## config.mk

```make
export PLATFORM = sky130hd
export DESIGN_NAME = sdram_lp_seq
export DESIGN_NICKNAME = d
export VERILOG_FILES = /design/src/rtl/sdram_lp_pkg.sv /design/src/rtl/sdram_lp_wait_cnt.sv /design/src/rtl/sdram_lp_ref_timer.sv /design/src/rtl/sdram_lp_idle_timer.sv /design/src/rtl/sdram_lp_seq.sv
export SDC_FILE = /design/constraint.sdc
export NUM_CORES = 1
export LEC_CHECK = 0
export BUFFER_PORTS_ARGS = -buffer_cell sky130_fd_sc_hd__buf_4
export CAP_MARGIN = 20
export CELL_PAD_IN_SITES_DETAIL_PLACEMENT = 1
export CELL_PAD_IN_SITES_GLOBAL_PLACEMENT = 2
export CORE_MARGIN = 2
export CORE_UTILIZATION = 36
export CTS_BUF_LIST = sky130_fd_sc_hd__clkbuf_8 sky130_fd_sc_hd__clkbuf_16
export CTS_CLUSTER_DIAMETER = 60
export DETAILED_ROUTE_END_ITERATION = 10
export PLACE_DENSITY_LB_ADDON = 0.2
export SETUP_SLACK_MARGIN = 0.5
export SYNTH_ARGS = -nofsm -noshare
export SYNTH_HDL_FRONTEND = slang
export SYNTH_SLANG_ARGS = --single-unit
```

## constraint.sdc

```tcl
create_clock -name clk_i -period 2.82 [get_ports clk_i]
set_input_delay 0.423 -clock clk_i [delete_from_list [all_inputs] [get_ports clk_i]]
set_output_delay 0.423 -clock clk_i [all_outputs]
set_load 0.02 [all_outputs]
```

## src/rtl/sdram_lp_pkg.sv

```systemverilog
`timescale 1ns/1ps
package sdram_lp_pkg;

  typedef enum logic [1:0] {
    LP_NONE  = 2'd0,
    LP_SELF  = 2'd1,
    LP_PDOWN = 2'd2,
    LP_DEEP  = 2'd3
  } lp_mode_e;

  typedef enum logic [3:0] {
    S_AWAKE,
    S_PRE,
    S_PRE_W,
    S_ENTER,
    S_SELF,
    S_SELF_X,
    S_PD,
    S_PD_X,
    S_DEEP,
    S_DEEP_X,
    S_REF,
    S_REF_W
  } lp_state_e;

  typedef struct packed {
    logic cs_n;
    logic ras_n;
    logic cas_n;
    logic we_n;
  } sd_cmd_t;

  localparam sd_cmd_t CMD_NOP  = '{cs_n: 1'b0, ras_n: 1'b1, cas_n: 1'b1, we_n: 1'b1};
  localparam sd_cmd_t CMD_PALL = '{cs_n: 1'b0, ras_n: 1'b0, cas_n: 1'b1, we_n: 1'b0};
  localparam sd_cmd_t CMD_REF  = '{cs_n: 1'b0, ras_n: 1'b0, cas_n: 1'b0, we_n: 1'b1};
  localparam sd_cmd_t CMD_BST  = '{cs_n: 1'b0, ras_n: 1'b1, cas_n: 1'b1, we_n: 1'b0};

endpackage

```

## src/rtl/sdram_lp_wait_cnt.sv

```systemverilog
`timescale 1ns/1ps
module sdram_lp_wait_cnt #(
  parameter int unsigned W = 4
) (
  input  logic         clk_i,
  input  logic         rst_ni,
  input  logic         load_i,
  input  logic [W-1:0] val_i,
  output logic         done_o
);
  logic [W-1:0] cnt_q;

  always_ff @(posedge clk_i or negedge rst_ni) begin
    if (!rst_ni)             cnt_q <= '0;
    else if (load_i)         cnt_q <= val_i;
    else if (cnt_q != '0)    cnt_q <= cnt_q - W'(1);
  end

  assign done_o = (cnt_q == '0);

  // once drained, stays drained until reloaded
  p_wait_done_hold_r6: assert property (@(posedge clk_i) disable iff (!rst_ni)
    done_o && !load_i |=> done_o);

endmodule

```

## src/rtl/sdram_lp_ref_timer.sv

```systemverilog
`timescale 1ns/1ps
module sdram_lp_ref_timer #(
  parameter int unsigned INTERVAL = 64
) (
  input  logic clk_i,
  input  logic rst_ni,
  input  logic clr_i,
  output logic due_o
);
  // due fires so that PD exit + refresh lands exactly INTERVAL after the last one
  localparam int unsigned DUE_AT = INTERVAL - 3;
  localparam int unsigned CW     = $clog2(DUE_AT + 1);

  logic [CW-1:0] cnt_q;

  always_ff @(posedge clk_i or negedge rst_ni) begin
    if (!rst_ni)                    cnt_q <= '0;
    else if (clr_i)                 cnt_q <= '0;
    else if (cnt_q != CW'(DUE_AT))  cnt_q <= cnt_q + CW'(1);
  end

  assign due_o = (cnt_q == CW'(DUE_AT));

  p_due_hold_r7: assert property (@(posedge clk_i) disable iff (!rst_ni)
    due_o && !clr_i |=> due_o);

endmodule

```

## src/rtl/sdram_lp_idle_timer.sv

```systemverilog
`timescale 1ns/1ps
module sdram_lp_idle_timer #(
  parameter int unsigned W     = 8,
  parameter int unsigned CFG_W = 11
) (
  input  logic             clk_i,
  input  logic             rst_ni,
  input  logic             req_i,
  input  logic             hold_i,
  input  logic [CFG_W-1:0] cfg_i,
  input  logic [W-1:0]     limit_i,
  output logic             exp_o
);
  logic [CFG_W-1:0] cfg_q;
  logic [W-1:0]     cnt_q;
  logic             chg;

  assign chg = (cfg_i != cfg_q);

  always_ff @(posedge clk_i or negedge rst_ni) begin
    if (!rst_ni) cfg_q <= '0;
    else         cfg_q <= cfg_i;
  end

  always_ff @(posedge clk_i or negedge rst_ni) begin
    if (!rst_ni)                       cnt_q <= '0;
    else if (req_i || hold_i || chg)   cnt_q <= '0;
    else if (cnt_q < limit_i)          cnt_q <= cnt_q + W'(1);
  end

  assign exp_o = !chg && (cnt_q >= limit_i);

endmodule

```

## src/rtl/sdram_lp_seq.sv

```systemverilog
`timescale 1ns/1ps
module sdram_lp_seq
  import sdram_lp_pkg::*;
#(
  parameter int unsigned IDLE_W  = 8,
  parameter int unsigned T_RP    = 3,
  parameter int unsigned T_RFC   = 8,
  parameter int unsigned T_XSR   = 8,
  parameter int unsigned REF_INT = 64
) (
  input  logic              clk_i,
  input  logic              rst_ni,
  input  logic [1:0]        lp_mode_i,
  input  logic              mobile_i,
  input  logic [IDLE_W-1:0] idle_limit_i,
  input  logic              acc_req_i,
  output logic              acc_rdy_o,
  input  logic              init_done_i,
  output logic              reinit_o,
  output logic              cke_o,
  output logic              cs_n_o,
  output logic              ras_n_o,
  output logic              cas_n_o,
  output logic              we_n_o
);
  localparam int unsigned MAX_A    = (T_XSR > T_RFC) ? T_XSR : T_RFC;
  localparam int unsigned WAIT_MAX = (MAX_A > T_RP) ? MAX_A : T_RP;
  localparam int unsigned WAIT_W   = $clog2(WAIT_MAX + 1);
  localparam int unsigned CFG_W    = IDLE_W + 3;
  localparam int unsigned RFCW     = $clog2(T_RFC + 1);

  lp_state_e         state_q, state_d;
  lp_mode_e          eff_mode, lat_q;
  logic              idle_exp, ref_due, wait_done, wait_ld, entry_ok;
  logic [WAIT_W-1:0] wait_val;
  sd_cmd_t           cmd;

  // deep power-down only valid on mobile parts
  always_comb begin
    case (lp_mode_i)
      2'd1:    eff_mode = LP_SELF;
      2'd2:    eff_mode = LP_PDOWN;
      2'd3:    eff_mode = mobile_i ? LP_DEEP : LP_NONE;
      default: eff_mode = LP_NONE;
    endcase
  end

  assign entry_ok = !acc_req_i &&
                    ((((eff_mode == LP_SELF) || (eff_mode == LP_PDOWN)) && idle_exp) ||
                     (eff_mode == LP_DEEP));

  sdram_lp_idle_timer #(.W(IDLE_W), .CFG_W(CFG_W)) u_idle (
    .clk_i   (clk_i),
    .rst_ni  (rst_ni),
    .req_i   (acc_req_i),
    .hold_i  (state_q != S_AWAKE),
    .cfg_i   ({mobile_i, lp_mode_i, idle_limit_i}),
    .limit_i (idle_limit_i),
    .exp_o   (idle_exp)
  );

  sdram_lp_ref_timer #(.INTERVAL(REF_INT)) u_ref (
    .clk_i  (clk_i),
    .rst_ni (rst_ni),
    .clr_i  ((state_q == S_REF) || (state_q == S_AWAKE)),
    .due_o  (ref_due)
  );

  sdram_lp_wait_cnt #(.W(WAIT_W)) u_wait (
    .clk_i  (clk_i),
    .rst_ni (rst_ni),
    .load_i (wait_ld),
    .val_i  (wait_val),
    .done_o (wait_done)
  );

  always_comb begin
    state_d  = state_q;
    wait_ld  = 1'b0;
    wait_val = '0;
    case (state_q)
      S_AWAKE:  if (entry_ok) state_d = S_PRE;
      S_PRE: begin
        state_d  = S_PRE_W;
        wait_ld  = 1'b1;
        wait_val = WAIT_W'(T_RP - 2);
      end
      S_PRE_W:  if (wait_done) state_d = S_ENTER;
      S_ENTER: begin
        case (lat_q)
          LP_SELF:  state_d = S_SELF;
          LP_PDOWN: state_d = S_PD;
          default:  state_d = S_DEEP;
        endcase
      end
      S_SELF: begin
        if (acc_req_i) begin
          state_d  = S_SELF_X;
          wait_ld  = 1'b1;
          wait_val = WAIT_W'(T_XSR - 1);
        end
      end
      S_SELF_X: if (wait_done) state_d = S_REF;
      S_PD:     if (acc_req_i || ref_due) state_d = S_PD_X;
      S_PD_X:   state_d = ref_due ? S_REF : S_AWAKE;
      S_REF: begin
        state_d  = S_REF_W;
        wait_ld  = 1'b1;
        wait_val = WAIT_W'(T_RFC - 2);
      end
      S_REF_W: begin
        if (wait_done)
          state_d = ((lat_q == LP_PDOWN) && !acc_req_i) ? S_ENTER : S_AWAKE;
      end
      S_DEEP:   if (acc_req_i) state_d = S_DEEP_X;
      S_DEEP_X: if (init_done_i) state_d = S_AWAKE;
      default:  state_d = S_AWAKE;
    endcase
  end

  always_ff @(posedge clk_i or negedge rst_ni) begin
    if (!rst_ni) begin
      state_q <= S_AWAKE;
      lat_q   <= LP_NONE;
    end else begin
      state_q <= state_d;
      if ((state_q == S_AWAKE) && (state_d == S_PRE)) lat_q <= eff_mode;
    end
  end

  always_comb begin
    cmd   = CMD_NOP;
    cke_o = 1'b1;
    case (state_q)
      S_PRE: cmd = CMD_PALL;
      S_ENTER: begin
        cke_o = 1'b0;
        case (lat_q)
          LP_SELF:  cmd = CMD_REF;
          LP_DEEP:  cmd = CMD_BST;
          default:  cmd = CMD_NOP;
        endcase
      end
      S_SELF, S_PD, S_DEEP: cke_o = 1'b0;
      S_REF: cmd = CMD_REF;
      default: ;
    endcase
  end

  assign cs_n_o    = cmd.cs_n;
  assign ras_n_o   = cmd.ras_n;
  assign cas_n_o   = cmd.cas_n;
  assign we_n_o    = cmd.we_n;
  assign acc_rdy_o = (state_q == S_AWAKE);
  assign reinit_o  = (state_q == S_DEEP_X);

  // cycles since the last auto refresh, saturating; checker support only
  logic [RFCW-1:0] since_ref_q;
  always_ff @(posedge clk_i or negedge rst_ni) begin
    if (!rst_ni)                          since_ref_q <= RFCW'(T_RFC);
    else if (state_q == S_REF)            since_ref_q <= RFCW'(1);
    else if (since_ref_q != RFCW'(T_RFC)) since_ref_q <= since_ref_q + RFCW'(1);
  end

  p_stay_awake_r2: assert property (@(posedge clk_i) disable iff (!rst_ni)
    acc_rdy_o && acc_req_i |=> acc_rdy_o);

  p_idle_gate_r3: assert property (@(posedge clk_i) disable iff (!rst_ni)
    (state_q == S_AWAKE) && (state_d == S_PRE) && (eff_mode != LP_DEEP) |-> idle_exp);

  p_rfc_before_rdy_r6: assert property (@(posedge clk_i) disable iff (!rst_ni)
    acc_rdy_o |-> (since_ref_q >= RFCW'(T_RFC)));

  p_pd_refresh_wake_r7: assert property (@(posedge clk_i) disable iff (!rst_ni)
    (state_q == S_PD) && ref_due |=> cke_o && (state_q == S_PD_X));

  p_reinit_hold_r9: assert property (@(posedge clk_i) disable iff (!rst_ni)
    reinit_o && !init_done_i |=> reinit_o && !acc_rdy_o);

  p_mode_latched_r10: assert property (@(posedge clk_i) disable iff (!rst_ni)
    (state_q != S_AWAKE) && (state_q != S_PRE) |-> $stable(lat_q));

endmodule

```

=== Word level (Yosys, flattened, before mapping) ===
Cells that the tools add are included.

* Bits in registers: 35
* Input bits: 15
* Output and inout port bits: 7
* Logic and storage cells: 84

* $add $sub $neg: 3
* Order comparisons: 2
* Equality and inequality tests: 24
* Multiplexer cells: 27
* Reductions and logical operators: 22

{| class="wikitable"
|+ Operators with widths
! kind !! number
|-
| $pmux 4 s12 || 1
|-
| $mux 4 || 11
|-
| $pmux 3 s3 || 2
|-
| $eq 4x3->1 const B || 4
|-
| $eq 4x4->1 const B || 4
|-
| $mux 8 || 2
|-
| $eq 2x2->1 const B || 6
|-
| $mux 6 || 2
|-
| $ne 11x11->1 || 1
|-
| $add 8x1->8 const B || 1
|-
| $eq 4x1->1 const B || 2
|-
| $eq 4x2->1 const B || 2
|-
| $ge 8x8->1 || 1
|-
| $logic_not 4->1 || 2
|-
| $lt 8x8->1 || 1
|-
| $pmux 4 s2 || 1
|-
| $reduce_bool 4->1 || 2
|-
| $add 6x1->6 const B || 1
|-
| $eq 2x1->1 const B || 3
|-
| $eq 6x6->1 const B || 1
|-
| $logic_or 1x1->1 || 6
|-
| $ne 6x6->1 const B || 1
|-
| $pmux 2 s3 || 1
|-
| $pmux 3 s2 || 1
|-
| other kinds (10) || 19
|}

=== Longest topological paths before layout ===
Gate-level depths: netlist of run 1.

* Depth after elaboration: 11
* Gate-level depth with buffers: 8
* Mapped depth without buffers: 7

=== Cells and area by module ===
From an unflattened synthesis of run 1, not the netlist that was laid out.

* Cell total of the unflattened synthesis: 253
* Area, all modules: 2,275.9 µm²

{| class="wikitable"
|+ Modules (own cells, without submodules)
! module !! instances !! cells each !! area an instance (µm²) !! sequential area each (µm²)
|-
| sdram_lp_idle_timer || 1 || 100 || 1,036.0 || 475.5
|-
| sdram_lp_seq || 1 || 96 || 665.6 || 150.1
|-
| sdram_lp_ref_timer || 1 || 35 || 340.3 || 150.1
|-
| sdram_lp_wait_cnt || 1 || 22 || 234.0 || 100.1
|}

=== Least setup slack after synthesis of run 1 ===
Ideal clock, no wire load.

* Path type: input to register
* From: input port idle_limit_i[1]
* To: register u_idle.cnt_q[6]
* Library setup time: 0.080 ns
* Arrival time: 1.987 ns
* Required time: 2.740 ns
* Slack: 0.753 ns
* Cell stages on the path: 8
* Buffers on the path: 1
* Cell sequence: inv_1 > ha_1 > nor2b_1 > o211ai_1 > a21boi_1 > clkbuf_1 > or4_1 > a21oi_1

* Longest elaborated chain between the ends: 3
* Elaborated cells between the ends (all ways): 5
* Those cells by class: order compare: 1; eq/ne: 1; mux: 1; reduce/logical: 2

{| class="wikitable"
|+ RTL lines
! what !! RTL line !! RTL
|-
| start, declared || sdram_lp_seq.sv:15 || <nowiki>input logic [IDLE_W-1:0] idle_limit_i,</nowiki>
|-
| parallel branches: the longest is 3 deep, another holds $lt 8x8->1 || - ||
|-
| end signal, assigned || sdram_lp_idle_timer.sv:28 || <nowiki>else if (cnt_q < limit_i) cnt_q <= cnt_q + W'(1);</nowiki>
|-
| end, declared || sdram_lp_idle_timer.sv:15 || <nowiki>logic [W-1:0] cnt_q;</nowiki>
|}

Several ways; the timed one is not identified.
A chain may end at the register's enable or synchronous reset.

=== Worst setup path in the final report of run 1 ===
* From: register u_wait.cnt_q[0]
* To: register state_q[0]

* Longest elaborated chain between the ends: 3
* Elaborated cells between the ends (all ways): 5
* Those cells by class: mux: 4; reduce/logical: 1

{| class="wikitable"
|+ RTL lines
! what !! RTL line !! RTL
|-
| start, declared || sdram_lp_wait_cnt.sv:11 || <nowiki>logic [W-1:0] cnt_q;</nowiki>
|-
| start signal, assigned || sdram_lp_wait_cnt.sv:15 || <nowiki>else if (load_i) cnt_q <= val_i;</nowiki>
|-
| start signal, assigned || sdram_lp_wait_cnt.sv:16 || <nowiki>else if (cnt_q != '0) cnt_q <= cnt_q - W'(1);</nowiki>
|-
| $logic_not 4->1 (*) || sdram_lp_wait_cnt.sv:19 || <nowiki>assign done_o = (cnt_q == '0);</nowiki>
|-
| $mux 4 (on tied branches) || sdram_lp_seq.sv:112, sdram_lp_seq.sv:88, sdram_lp_seq.sv:103 ||
|-
| $pmux 4 s12 (*) || sdram_lp_seq.sv:81 || <nowiki>case (state_q)</nowiki>
|-
| named net state_d[0] || sdram_lp_seq.sv:32 || <nowiki>lp_state_e state_q, state_d;</nowiki>
|-
| end signal, assigned || sdram_lp_seq.sv:126 || <nowiki>state_q <= state_d;</nowiki>
|-
| end, declared || sdram_lp_seq.sv:32 ||
|}

Mark *: on every way through the listed nets, which the timed path passes. The rest lies on a longest branch.

==> key figures, run 1 <==
Clocking
  • Clock latency at the later pin of the worst-skew pair: 0.30 ns
  • CTS tree: built
  • Clock slew at reported path FFs: 0.08 ns
  • CTS max path bufs: 2
  • Root Driver: clkbuf_8
  • Cts bufs inserted: 5
  • # clock sinks: 35
  • H-tree Lvls: 2
  • # hold bufs at CTS: 0

Yosys
  • #FFs+latches synth: 35
  • XOR/XNOR Fraction of Synth Area: 5.44%
  • Synth Area per Inst: 8.87 sq um
  • Adder-cell share of the synthesized area: 8.89%
  • Ys async rst share: 100%
  • Syn Inst Count: 254
  • Synth area leader: dfrtp_1
  • Largest family of logic cells by synthesized area: simple AND/OR/NAND/NOR gates
  • Primary FF master, synth: dfrtp_1
  • Simple-gate share of the synthesized area: 21.2%
  • Synthesized area: 2250 sq um
  • Post-synth top area share: 38.9%
  • Compound-Gate Fraction of Synth Area: 19.2%
  • Sequential area share after synthesis: 38.9%
  • Top-count cell post-synth: dfrtp_1
  • Net Count, Synth: 285
  • Number of synthesized flops with an enable pin: 0
  • Multiplexer share of the synthesized area: 1.39%
  • Most frequent cells after synthesis: dfrtp_1 (35), a21oi_1 (25), inv_1 (19)
  • YS warnings: 0
  • Synth unique cells: 49
  • Synth area leaders: dfrtp_1 (39%), ha_1 (8.9%), a21oi_1 (5.6%), xnor2_1 (3.5%), inv_1 (3.2%)

Run status
  • Status: complete, no violations

Final layout
  • Final nets: 310
  • Share of cells above drive strength 1: 15.4%
  • N_diodes: 0
  • Synthesis-to-finish area growth: 15.6%
  • Final Cell Area: 2600 sq um

Floorplan
  • Initial cell density of the core: 37.6%
  • IO Count: 22
  • Die Wd: 83.1 um
  • Die Footprint: 6900 sq um
  • Chip height: 83.1 um
  • Core footprint: 5990 sq um
  • # rows: 28

Drt
  • Post-DR vias/cell: 5.46
  • DR iter-0 viols: 79
  • Antenna-violating nets left: 0
  • Drt total wl: 5.58 mm
  • Vias: 1938
  • DRC viols: 0
  • Routed wire per std cell: 15.7 um
  • Detailed Routing Iterations Pass 1: 5

Power
  • LEAKAGE: 1.14 nW
  • Worst VDD drop: 0.522 mV
  • Cell Pwr Density: 808 nW/um^2

Placement
  • Dpl cell area: 2500 sq um
  • Pre-CTS worst setup slack: 0.454 ns
  • Number of buffers added on ports: 20
  • Placer Congestion: 0.764
  • Hpwl dp: 4.12 mm

Timing
  • Period Utilization, post-route: 76.5%
  • Setup Viol. Count Final: 0
  • Slew at the pin closest to its max-slew limit: 0.810 ns
  • RSZ-0062 raised after global routing: no
  • Setup TNS: 0 ns
  • Skew final: 0.00907 ns
  • Slew Limit Fails: 0
  • Hold Fails Final Rpt: 0
  • Fmax achieved: 0.464 GHz
  • Fin worst setup slack: 0.663 ns
  • Final min period: 2.16 ns
  • Worst relative slew slack: 45.6%

Global routing
  • First-pass GRT wire length: 9.70 mm
  • Vias in the first global route: 2049
  • Initial antenna violation count: 0
  • GRT overflow: 0
  • Largest net degree at the start of global routing: 36
  • Tot GR Track Use: 17.1%

Worst setup path
  • Critical Path RT: 2.99 ns
  • WS Path Type: register to register
  • Crit. End Element: register
  • Worst EP arrival: 2.33 ns
  • CP Max Fanout: 7
  • Worst setup SP type: register

Flow run
  • MaxCap Viol Count: 0

Min path
  • Hold WC Path Type: input port to async pin
-- layout make-up --
type	instances	area [sq um]
Fill cell	723	3390
Multi-Input combinational cell	191	1270
Sequential cell	35	877
Timing Repair Buffer	27	203
Tap cell	75	93.8
Inverter	19	71.3
Clock buffer	5	68.8
Clock inverter	3	20.0
-- stage by stage --
stage | total power [mW] | cells | hold slack (ns) | utilization, %
finish | 2.10 | 355 | 0.0792 | 43.5
global route | 2.29 | 355 | 0.107 | 43.5
CTS | 2.13 | 354 | 0.0967 | 43.3
detailed placement | 1.74 | 346 | 0.414 | 41.8
global placement | 1.72 | 346 | 0.418 | 41.8
floorplan | 1.40 | 254 | 0.127 | -
-- worst paths after layout --
path,slack [ns],cells after the start,endpoint,startpoint
setup / recovery,0.66,7,state_q[0],u_wait.cnt_q[0]
hold / removal,0.08,1,state_q[2],rst_ni
setup reg to reg,0.66,7,state_q[0],u_wait.cnt_q[0]
hold reg to reg,0.58,2,u_idle.cnt_q[7],u_idle.cnt_q[7]
max in group asynchronous,2.40,1,state_q[3],rst_ni
min in group clk_i,0.25,1,u_idle.cfg_q[5],idle_limit_i[5]
-- what timing repair did --
action / in CTS / in global routing
setup buffers: 0 / 1
endpoints found under the setup margin: 0 / 9
resized for setup: 0 / 2
-- routing by layer --
metal / up-vias / part of all wire (%) / track usage, %
met2: 24 / 45 / 27.1
li1: 967 / - / -
met1: 941 / 52 / 23.9
met5: - / 0 / 0
met4: 0 / 0.88 / 5.96
met3: 6 / 2.4 / 2.58
-- layout by cell type, fill, tap and decap left out, types with 4 or more instances in the layout --
master / instances
clkbuf_8: 5
nor2_1: 17
inv_1: 19
xor2_1: 5
a21o_1: 4
nand2_1: 15
a21oi_1: 25
ha_1: 16
o31ai_1: 7
xnor2_1: 9
o211ai_1: 4
dfrtp_1: 34
nor3_1: 5
buf_4: 27
nand4_1: 4
or3_1: 6
nand3_1: 12
or4_1: 7
nor2b_1: 4
o21ai_0: 14
-- flip-flops by register name, indices dropped and copies added (netlist names) --
register / count
u_ref.cnt_q: 6
lat_q: 2
u_idle.cnt_q: 8
u_wait.cnt_q: 4
state_q: 4
u_idle.cfg_q: 11
-- worst max-delay path: stages, from the launching register on --
cell	delay, ns
dfrtp_1	0.40
inv_1	0.09
ha_1	0.21
nor3b_2	0.18
buf_4	0.18
a211oi_1	0.10
or4_1	0.51
or3_1	0.37
-- where the power goes --
part / switching (mW) / total (mW) / internal (mW)
clock network: 0.203 / 0.375 / 0.172
logic: 0.563 / 0.978 / 0.415
registers: 0.146 / 0.750 / 0.604
total: 0.912 / 2.10 / 1.19
-- cells by family after synthesis --
logic type	after synthesis
XOR/XNOR	14
adder cells (fa/ha/maj)	16
other	1
buffers and inverters	28
multiplexers	3
flip-flops	35
AND/OR/NAND/NOR	88
AO/OA/AOI/OAI	69
Power figures use the tool's default switching activity.
==> run 2, diff against run 1 <==
clock period = 2.3 ns   (was 2.82 ns; I/O delays follow)
==> key figures, run 2 (same netlist as run 1, synthesis figures left out) <==
Run status
  • Status: complete, no violations

Global routing
  • Vias in the first global route: 2211 (+7.9%)
  • First-pass GRT wire length: 10.9 mm (+12%)
  • Initial antenna violation count: 0 (unchanged)
  • Tot GR Track Use: 19.3% (+2.2 points)
  • GRT overflow: 0 (unchanged)
  • Largest net degree at the start of global routing: 36 (unchanged)

Drt
  • Routed wire per std cell: 16.6 um (+5.4%)
  • DRC viols: 0 (unchanged)
  • DR iter-0 viols: 66 (-16%)
  • Detailed Routing Iterations Pass 1: 4 (-1)
  • Drt total wl: 6.55 mm (+17%)
  • Vias: 2140 (+10%)
  • Post-DR vias/cell: 5.42 (-0.76%)
  • Antenna-violating nets left: 0 (unchanged)

Final layout
  • N_diodes: 0 (unchanged)
  • Commonest non-fill, non-tap cell in the layout: buf_4
  • Synthesis-to-finish area growth: 39.3%
  • Max reg flops: 11 (unchanged)
  • Fin util: 52.4% (+8.9 points)
  • Commonest non-fill, non-tap cells in the layout: buf_4 (54), dfrtp_1 (32), a21oi_1 (20)
  • Final nets: 350 (+13%)
  • Largest Register: u_idle.cfg_q
  • Share of cells above drive strength 1: 36.6% (+21 points)
  • Biggest regs: u_idle.cfg_q: 11 flops, u_idle.cnt_q: 8 flops, u_ref.cnt_q: 6 flops

Floorplan
  • # rows: 28 (unchanged)
  • Chip height: 83.1 um (unchanged)
  • IO Count: 22 (unchanged)
  • Die Footprint: 6900 sq um (unchanged)
  • Core footprint: 5990 sq um (unchanged)
  • Initial cell density of the core: 37.6% (unchanged)
  • Die Wd: 83.1 um (unchanged)

Placement
  • Pre-CTS worst setup slack: 0.217 ns (-0.237 ns)
  • Number of buffers added on ports: 20 (unchanged)
  • Hpwl dp: 4.17 mm (+1.0%)
  • Placer Congestion: 0.768 (+0.56%)

Min path
  • Hold WC Path Type: input port to async pin

Timing
  • Fmax achieved: 0.513 GHz (+11%)
  • Setup Viol. Count Final: 0 (unchanged)
  • Slew Limit Fails: 0 (unchanged)
  • Setup TNS: 0 ns (unchanged)
  • Fin worst setup slack: 0.349 ns (-0.314 ns)
  • Hold Fails Final Rpt: 0 (unchanged)
  • Final min period: 1.95 ns (-0.206 ns)
  • Slew at the pin closest to its max-slew limit: 0.498 ns (-0.312 ns)
  • Skew final: 0.0125 ns (+0.00339 ns)
  • RSZ-0062 raised after global routing: yes
  • Period Utilization, post-route: 84.8% (+8.3 points)
  • Worst relative slew slack: 66.5% (+21 points)

Clocking
  • Cts bufs inserted: 5 (unchanged)
  • CTS max path bufs: 2 (unchanged)
  • Clock slew at reported path FFs: 0.09 ns (about the same)
  • CTS tree: built
  • # hold bufs at CTS: 0 (unchanged)
  • H-tree Lvls: 2 (unchanged)
  • Clock latency at the later pin of the worst-skew pair: 0.30 ns (about the same)
  • Root Driver: clkbuf_8
  • # clock sinks: 35 (unchanged)

Power
  • LEAKAGE: 1.38 nW (+20%)
  • Worst VDD drop: 0.589 mV (+13%)
  • Cell Pwr Density: 1070 nW/um^2 (+32%)

Worst setup path
  • Crit. End Element: register
  • CP cell instances: inv_2 > ha_4 > nor3b_4 > a211oi_2 > or4_1 > or3_1
  • Critical Path RT: 2.47 ns (-0.52 ns)
  • CP Max Fanout: 4 (-3)
  • WS Path Type: register to register
  • Worst EP arrival: 2.12 ns (-0.21 ns)
  • Crit-path max cell delay: 0.50 ns (about the same)
  • CP max stage cell: or4_1
  • Worst setup SP type: register

Flow run
  • MaxCap Viol Count: 0 (unchanged)
## run 2: changes by cell type in the layout (fill, tap and decap cells not counted), sizes merged
cell      before  now
bufinv         0    1
inv           19   18
buf           27   67
clkinvlp       2    1
clkinv         1    2
## run 2: power by group
part           internal, mW  leakage (nW)  switching [mW]
logic                 0.950         0.881           0.943
registers             0.744         0.440           0.146
clock network         0.323        0.0581           0.246
total                  2.02          1.38            1.33
## run 2: path summary, 6_finish.rpt
check | startpoint | to | slack [ns] | depth (start not counted)
max | u_wait.cnt_q[0] | state_q[0] | 0.35 | 6
min in group clk_i | idle_limit_i[5] | u_idle.cfg_q[5] | 0.17 | 1
min reg2reg | u_ref.cnt_q[3] | u_ref.cnt_q[3] | 0.59 | 2
max in group asynchronous | rst_ni | state_q[0] | 1.92 | 1
min | rst_ni | lat_q[0] | 0.007 | 1
max reg2reg | u_wait.cnt_q[0] | state_q[0] | 0.35 | 6
## run 2: worst max-delay path, delay by kind of cell (launching register included)
| kind | cells | cell delay (ns) |
|---|---|---|
| flip-flops | 1 | 0.40 |
| AO/OA/AOI/OAI | 1 | 0.12 |
| adder cells (fa/ha/maj) | 1 | 0.14 |
| buffers and inverters | 1 | 0.08 |
| AND/OR/NAND/NOR | 3 | 1.09 |
## run 2: metrics by stage
step	hold WS, ns	cell area, sq um	power, mW	cells
finish	0.00739	3140	3.35	395
global route	0.0326	3140	3.60	395
CTS	0.0193	2960	3.19	388
detailed placement	0.340	2550	2.21	350
global placement	0.339	2550	2.18	350
floorplan	0.0494	2280	1.75	254
## run 2: layout make-up
type                    instances  area (sq um)
fillers                       711          2850
multi-input cells             191          1430
clock inverters                 3          43.8
inverters                      19          75.1
well taps                      75          93.8
repair buffers                 67           546
flip-flops and latches         35           880
clock buffers                   5          68.8
## run 2: metal layers
layer / global-route usage, % / part of all wire [%] / vias to the layer above
li1: - / - / 1042
met1: 27.5 / 49 / 1066
met2: 31.0 / 46 / 25
met3: 3.68 / 3.0 / 7
met4: 3.58 / 1.3 / 0
met5: 0 / 0 / -
## run 2: what timing repair did
action	in CTS	in global routing
buffers inserted	29	6
resized for setup	24	33
pin swaps	7	8
cloned	1	1
setup endpoints to repair	16	18
